$ cat src/rtl/bypass_pkg.sv
// Shared definitions for the operand bypass selector.
// Assumes a fixed four-entry producer list; entry order is the priority.
package bypass_pkg;

    localparam int BYP_NSRC = 4;

    typedef enum logic [1:0] {
        BYP_ZERO     = 2'd0,
        BYP_EX       = 2'd1,
        BYP_MEM_ALU  = 2'd2,
        BYP_MEM_LOAD = 2'd3
    } byp_src_e;

endpackage

$ cat src/rtl/fwd_match.sv
// Producer match for one operand: builds the hit vector over the four
// bypass entries. Assumes stage flags are already qualified by the caller.
module fwd_match
    import bypass_pkg::*;
#(
    parameter int AW = 5
) (
    input  logic [AW-1:0]       src,
    input  logic                ex_valid,
    input  logic                ex_wr_dst,
    input  logic [AW-1:0]       ex_dst,
    input  logic                mem_valid,
    input  logic                mem_wr_dst,
    input  logic                mem_is_access,
    input  logic [AW-1:0]       mem_dst,
    output logic [BYP_NSRC-1:0] hit
);

    // Compare the operand address against each producer entry.
    always_comb begin
        hit                = '0;
        hit[BYP_ZERO]      = (src == '0);
        hit[BYP_EX]        = ex_valid && ex_wr_dst && (ex_dst == src);
        hit[BYP_MEM_ALU]   = mem_valid && mem_wr_dst && !mem_is_access && (mem_dst == src);
        hit[BYP_MEM_LOAD]  = mem_valid && mem_wr_dst && (mem_dst == src);
    end

endmodule

$ cat src/rtl/fwd_prio_mux.sv
// Priority select for one operand: the lowest-index hit wins; a miss passes
// the register-file data. Assumes candidate data is aligned to entry index.
module fwd_prio_mux
    import bypass_pkg::*;
#(
    parameter int DW = 64
) (
    input  logic                        clk,
    input  logic                        rst_n,
    input  logic [BYP_NSRC-1:0]         hit,
    input  logic [BYP_NSRC-1:0][DW-1:0] cand,
    input  logic [DW-1:0]               rf_data,
    output logic [DW-1:0]               data,
    output logic [BYP_NSRC-1:0]         sel_oh,
    output byp_src_e                    sel_idx,
    output logic                        any_hit
);

    // Scan from the last entry down so the first entry has the final word.
    always_comb begin
        data    = rf_data;
        sel_oh  = '0;
        sel_idx = BYP_ZERO;
        any_hit = 1'b0;
        for (int i = BYP_NSRC - 1; i >= 0; i--) begin
            if (hit[i]) begin
                data    = cand[i];
                sel_oh  = '0;
                sel_oh[i] = 1'b1;
                sel_idx = byp_src_e'(2'(i));
                any_hit = 1'b1;
            end
        end
    end

    // select is one-hot or empty
    a_r8_sel_onehot0: assert property (@(posedge clk) disable iff (!rst_n)
        $onehot0(sel_oh));

    // the set select bit agrees with the encoded index
    a_r8_idx_agrees: assert property (@(posedge clk) disable iff (!rst_n)
        any_hit |-> sel_oh[sel_idx] && hit[sel_idx]);

    // with no hit the register-file data passes through
    a_r7_miss_passthrough: assert property (@(posedge clk) disable iff (!rst_n)
        (hit == '0) |-> (data == rf_data) && (sel_oh == '0) && !any_hit);

endmodule

$ cat src/rtl/fwd_out_stage.sv
// Optional output register. REG=1 adds one flop stage with a synchronous
// active-low clear; REG=0 is a wire. Assumes W covers all packed outputs.
module fwd_out_stage #(
    parameter int W   = 8,
    parameter bit REG = 1'b0
) (
    input  logic         clk,
    input  logic         rst_n,
    input  logic [W-1:0] d,
    output logic [W-1:0] q
);

    generate
        if (REG) begin : g_reg
            // Capture the combinational result, clearing on reset.
            always_ff @(posedge clk) begin
                if (!rst_n) q <= '0;
                else        q <= d;
            end

            // the output lags its input by exactly one cycle
            a_r10_one_cycle: assert property (@(posedge clk) disable iff (!rst_n)
                1'b1 |=> (q == $past(d)));
        end else begin : g_wire
            wire unused_clk_rst = ^{clk, rst_n};
            // Pass the result straight through.
            always_comb q = d;
        end
    endgenerate

endmodule

$ cat src/rtl/operand_bypass_net.sv
// Operand bypass selector for an in-order integer pipeline. For each of
// NOPS source operands it picks among register zero, the execute result,
// the memory-stage ALU result and the data-cache return, falling back to
// register-file data. Assumes stage flags come straight from the pipeline.
module operand_bypass_net
    import bypass_pkg::*;
#(
    parameter int DW      = 64,
    parameter int AW      = 5,
    parameter int NOPS    = 2,
    parameter bit OUT_REG = 1'b0
) (
    input  logic                 clk,
    input  logic                 rst_n,
    input  logic                 ex_valid,
    input  logic                 ex_wr_dst,
    input  logic [AW-1:0]        ex_dst,
    input  logic [DW-1:0]        ex_result,
    input  logic                 mem_valid,
    input  logic                 mem_wr_dst,
    input  logic                 mem_is_access,
    input  logic [AW-1:0]        mem_dst,
    input  logic [DW-1:0]        mem_result,
    input  logic [DW-1:0]        dcache_data,
    input  logic [NOPS*AW-1:0]   src_addr,
    input  logic [NOPS*DW-1:0]   rf_rdata,
    output logic [NOPS*DW-1:0]   opnd_data,
    output logic [NOPS*4-1:0]    opnd_sel_oh,
    output logic [NOPS*2-1:0]    opnd_sel_idx,
    output logic [NOPS-1:0]      opnd_fwd
);

    localparam int SLOT_W = DW + BYP_NSRC + 2 + 1;
    localparam int PACK_W = NOPS * SLOT_W;

    logic [BYP_NSRC-1:0][DW-1:0] cand;
    logic [PACK_W-1:0]           comb_pack;
    logic [PACK_W-1:0]           out_pack;

    // Candidate data in entry order.
    always_comb begin
        cand[BYP_ZERO]     = '0;
        cand[BYP_EX]       = ex_result;
        cand[BYP_MEM_ALU]  = mem_result;
        cand[BYP_MEM_LOAD] = dcache_data;
    end

    generate
        for (genvar k = 0; k < NOPS; k++) begin : g_op
            logic [AW-1:0]       src;
            logic [BYP_NSRC-1:0] hit;
            logic [DW-1:0]       c_data;
            logic [BYP_NSRC-1:0] c_oh;
            byp_src_e            c_idx;
            logic                c_any;

            assign src = src_addr[k*AW +: AW];

            fwd_match #(.AW(AW)) i_match (
                .src           (src),
                .ex_valid      (ex_valid),
                .ex_wr_dst     (ex_wr_dst),
                .ex_dst        (ex_dst),
                .mem_valid     (mem_valid),
                .mem_wr_dst    (mem_wr_dst),
                .mem_is_access (mem_is_access),
                .mem_dst       (mem_dst),
                .hit           (hit)
            );

            fwd_prio_mux #(.DW(DW)) i_mux (
                .clk     (clk),
                .rst_n   (rst_n),
                .hit     (hit),
                .cand    (cand),
                .rf_data (rf_rdata[k*DW +: DW]),
                .data    (c_data),
                .sel_oh  (c_oh),
                .sel_idx (c_idx),
                .any_hit (c_any)
            );

            // Pack this operand's result for the output stage.
            always_comb comb_pack[k*SLOT_W +: SLOT_W] = {c_any, c_idx, c_oh, c_data};

            // Unpack the (possibly registered) result onto the ports.
            always_comb begin
                {opnd_fwd[k], opnd_sel_idx[k*2 +: 2], opnd_sel_oh[k*4 +: 4],
                 opnd_data[k*DW +: DW]} = out_pack[k*SLOT_W +: SLOT_W];
            end

            // register zero reads as zero through entry 0
            a_r1_zero_src: assert property (@(posedge clk) disable iff (!rst_n)
                (src == '0) |-> (c_data == '0) && c_any && (c_idx == BYP_ZERO));

            // a qualified execute producer supplies the execute result
            a_r2_ex_wins: assert property (@(posedge clk) disable iff (!rst_n)
                (src != '0 && ex_valid && ex_wr_dst && ex_dst == src)
                |-> (c_data == ex_result) && (c_idx == BYP_EX));

            // memory-stage non-access result comes from the writeback register
            a_r3_mem_alu: assert property (@(posedge clk) disable iff (!rst_n)
                (src != '0 && !(ex_valid && ex_wr_dst && ex_dst == src) &&
                 mem_valid && mem_wr_dst && !mem_is_access && mem_dst == src)
                |-> (c_data == mem_result) && (c_idx == BYP_MEM_ALU));

            // memory-stage access result comes from the data-cache path
            a_r4_mem_load: assert property (@(posedge clk) disable iff (!rst_n)
                (src != '0 && !(ex_valid && ex_wr_dst && ex_dst == src) &&
                 mem_valid && mem_wr_dst && mem_is_access && mem_dst == src)
                |-> (c_data == dcache_data) && (c_idx == BYP_MEM_LOAD));

            // unqualified stages give a miss for a nonzero address
            a_r6_unqualified_miss: assert property (@(posedge clk) disable iff (!rst_n)
                (src != '0 && !(ex_valid && ex_wr_dst) && !(mem_valid && mem_wr_dst))
                |-> !c_any && (c_data == rf_rdata[k*DW +: DW]));
        end
    endgenerate

    fwd_out_stage #(.W(PACK_W), .REG(OUT_REG)) i_out (
        .clk   (clk),
        .rst_n (rst_n),
        .d     (comb_pack),
        .q     (out_pack)
    );

endmodule

$ cat config.mk
export PLATFORM = sky130hd
export DESIGN_NAME = operand_bypass_net
export DESIGN_NICKNAME = d
export VERILOG_FILES = /design/src/rtl/bypass_pkg.sv /design/src/rtl/fwd_match.sv /design/src/rtl/fwd_prio_mux.sv /design/src/rtl/fwd_out_stage.sv /design/src/rtl/operand_bypass_net.sv
export SDC_FILE = /design/constraint.sdc
export NUM_CORES = 1
export LEC_CHECK = 0
export ABC_AREA = 0
export BUFFER_PORTS_ARGS = -buffer_cell sky130_fd_sc_hd__buf_4
export CORE_AREA = 2 2 190 192
export DETAILED_ROUTE_END_ITERATION = 6
export DIE_AREA = 0 0 192 194
export SLEW_MARGIN = 20
export SYNTH_ARGS = -nofsm -noshare
export SYNTH_HDL_FRONTEND = slang
export SYNTH_SLANG_ARGS = --single-unit
export TNS_END_PERCENT = 50
$ cat constraint.sdc
create_clock -name vclk -period 1.6
set_input_delay 0.08 -clock vclk [all_inputs]
set_output_delay 0.08 -clock vclk [all_outputs]
set_load 0.03 [all_outputs]
==> results.md <==
- Non-filler cells, final: 1728
- Xor-xnor portion of the synthesized cell area: 0.0406
- Syn nets: between 1k and 1.5k
- Required time worst endpoint: approximately 1500 ps
- Hold Buf Count CTS: 0
- Final setup vio count: around 140
- Residual DRC count: 0
- CP Class: primary input to output pin
- Avg Cell Area, Syn: roughly 6.0 um2
- Post-synthesis cell count: 724
- Vias in the first global route: roughly 8.2k
- GRT overflow: 0
- Post-Synth Simple-Gate Area: 0.211
- Hold Vio Cnt, Final: 0
- RSZ-0062 raised after global routing: yes
- Sequential area share after synthesis: 0
- Failing checks: setup timing
- Initial Utilization: 0.122
- Synth Area in Compound Gates: 0.485
- Combinational share of power: 1.000
- Crit path DAT: approximately 1800 ps
- First DRT Iteration DRCs: 478
- Post-synth top area cell: a21oi_1
- HPWL after DPL: 26.7 mm
- Switching share of power: 0.498
- Hold WC Path Type: primary input to output pin
- VDD IR-drop max: roughly 0.16 mV
- LEAKAGE: roughly 5.3 nW
- Fmax: 530 MHz
- Max incr delay on CP: roughly 370 ps
- Final slew viol count: 0
- Final core occ: 0.347
- Largest net degree at the start of global routing: 37
- Tcrit/Tclk final: 1.18
- Layout cells sized above 1: 0.693
- Via count: around 8.5k
- Largest family of logic cells by synthesized area: compound AO/OA/AOI/OAI gates
- PD cells: roughly 280 mW/mm2
- Post-synth top area share: 0.225
- Final TNS setup: -28840 ps
- Final wirelength: 39.6 mm
- First-pass GRT wire length: roughly 50 mm
- Power share of the clock group: 0
- Die Height: 194 um
- Placement Cell Area: between 0.009 and 0.01 mm2
- Setup WS post-layout: -287 ps
- Fin crit period: approximately 1900 ps
- Buffers on Ports: between 400 and 500
- Clk_buf instances: 0
- Final ANT Viol Nets: 0
- CP endpoint: opnd_data[29]
- Seq Cell Count: 0
- Sequential group share of total power: 0
- Synth-to-Final Area Change: 183%
- Hold WS: 508 ps
- Synthesized area: 0.00431 mm2
- Status: complete, but fails checks
- RD Place Congestion: 0.902
- Final nets: approximately 1.6k
- Yosys cell types: 23
- DIE WIDTH: 192 um
- Critical-path top delay cell: nor4_2
- CP Launch Point: src_addr[4]
- DP Cell Count: 1682
- Detailed-route wire length per cell: 22.9 um
- Critical Path Fanout Max: 15
- Worst path cell trace: buf_12 -> xor2_2 -> nor4_2 -> and3b_2 -> buf_12 -> buf_4 -> nand2_1 -> a21oi_1 -> buf_4
- Synth Area in Adders: 0
- Multiplexer share of the synthesized area: 0.148
- Finished Cell Area: between 0.01 and 0.015 mm2
- Int Power: roughly 1.7 mW
- Net Switching: about 1.7 mW
- Worst setup SP type: primary input
- DR pass1 iterations: 7
- Antenna violations before repair: 0
- Largest cells by area after synthesis: a21oi_1, nand2_1, mux2i_1
- Placeable Area: about 0.035 mm2
- Fillcell total: around 3.6k
- Ys Warns: 0
- DP Worst Slack: -353 ps
- Number of I/O pins: roughly 500
- Max-cap viol count: 0
- GRT Util Overall: 0.173
- Slew headroom: 0.701
- Register area: 0 um2
- CP Capture Type: output pin
- Full die area: ~0.037 mm2
- Tightest Pin Transition: roughly 440 ps
- FP Rows: 69
- ANT cells: 0
- Pwr Total: about 3.4 mW
- Avg Vias per Cell: roughly 4.9
## cell usage after synthesis, drive strengths merged, types with 3 or more instances
| cell type | n |
|---|---|
| nor2 | 7 |
| buf | 62 |
| nor4 | 5 |
| mux2i | 64 |
| nand4 | 3 |
| nor3 | 4 |
| a21oi | 194 |
| and2 | 3 |
| xor2 | 11 |
| a211o | 64 |
| o221ai | 64 |
| nand2 | 195 |
| xnor2 | 9 |
| clkbuf | 33 |
## layout by cell type (no fill, tap or decap), types with 5 or more instances in the layout
| master | instances |
|---|---|
| buf_4 | 426 |
| nand2_1 | 145 |
| buf_6 | 137 |
| a21oi_1 | 81 |
| mux2i_1 | 64 |
| a211o_1 | 64 |
| a21oi_2 | 62 |
| a21oi_4 | 51 |
| nand2_2 | 46 |
| o221ai_2 | 40 |
| buf_12 | 40 |
| buf_8 | 16 |
| o221ai_1 | 15 |
| clkbuf_16 | 15 |
| o221ai_4 | 9 |
| xor2_1 | 6 |
| xor2_2 | 5 |
## cell families (layout without fill, tap and decap cells)
kind of cell / Yosys count / in the layout
and+or+nand+nor: 223 / 223
buffers and inverters: 95 / 638
muxes: 64 / 64
AOI/OAI and AO/OA: 322 / 322
xor gates and xnor gates: 20 / 20
## worst max-delay path, delay by kind of cell
kind,cells,cell delay [ps]
simple gates,3,730
xor+xnor,1,160
compound gates,1,170
buf+inv,4,640
## layer usage
metal,vias to the layer above,global-route usage,wire length [um]
li1,3797,-,-
met4,0,0.0399,1150
met3,80,0.0217,2970
met2,500,0.312,19500
met5,-,0,0
met1,4126,0.217,15900
## cell type report
| type | instances | area (um2) | area share |
|---|---|---|---|
| Tap cell | 461 | 577 | 0.0472 |
| Multi-Input combinational cell | 629 | 5370 | 0.440 |
| Timing Repair Buffer | 638 | 6270 | 0.513 |
## timing repair
action | 4_1_cts | 5_1_grt
gates cloned | 5 | 19
pin swaps | 59 | 80
gates resized for setup | 143 | 226
setup buffers | 15 | 8
setup endpoints to repair | 139 | 141
## power by group through the flow
| stage | combinational (mW) | clock, mW | sequential (mW) |
|---|---|---|---|
| 2_1_floorplan | 1.37 | 0 | 0 |
| 3_3_place_gp | 2.85 | 0 | 0 |
| 3_5_place_dp | 2.86 | 0 | 0 |
| 4_1_cts | 3.07 | 0 | 0 |
| 5_1_grt | 3.52 | 0 | 0 |
| 6_report | 3.37 | 0 | 0 |
## worst min path at each step
stage / to / startpoint / cells after the start
6_report: opnd_data[127] / ex_result[63] / 4
5_1_grt: opnd_data[59] / ex_result[59] / 4
4_1_cts: opnd_data[45] / ex_result[45] / 4
3_5_place_dp: opnd_data[58] / ex_result[58] / 4
3_3_place_gp: opnd_data[5] / ex_result[5] / 4
2_1_floorplan: opnd_data[35] / ex_result[35] / 2
No activity file was read; power rests on OpenSTA's default activity.
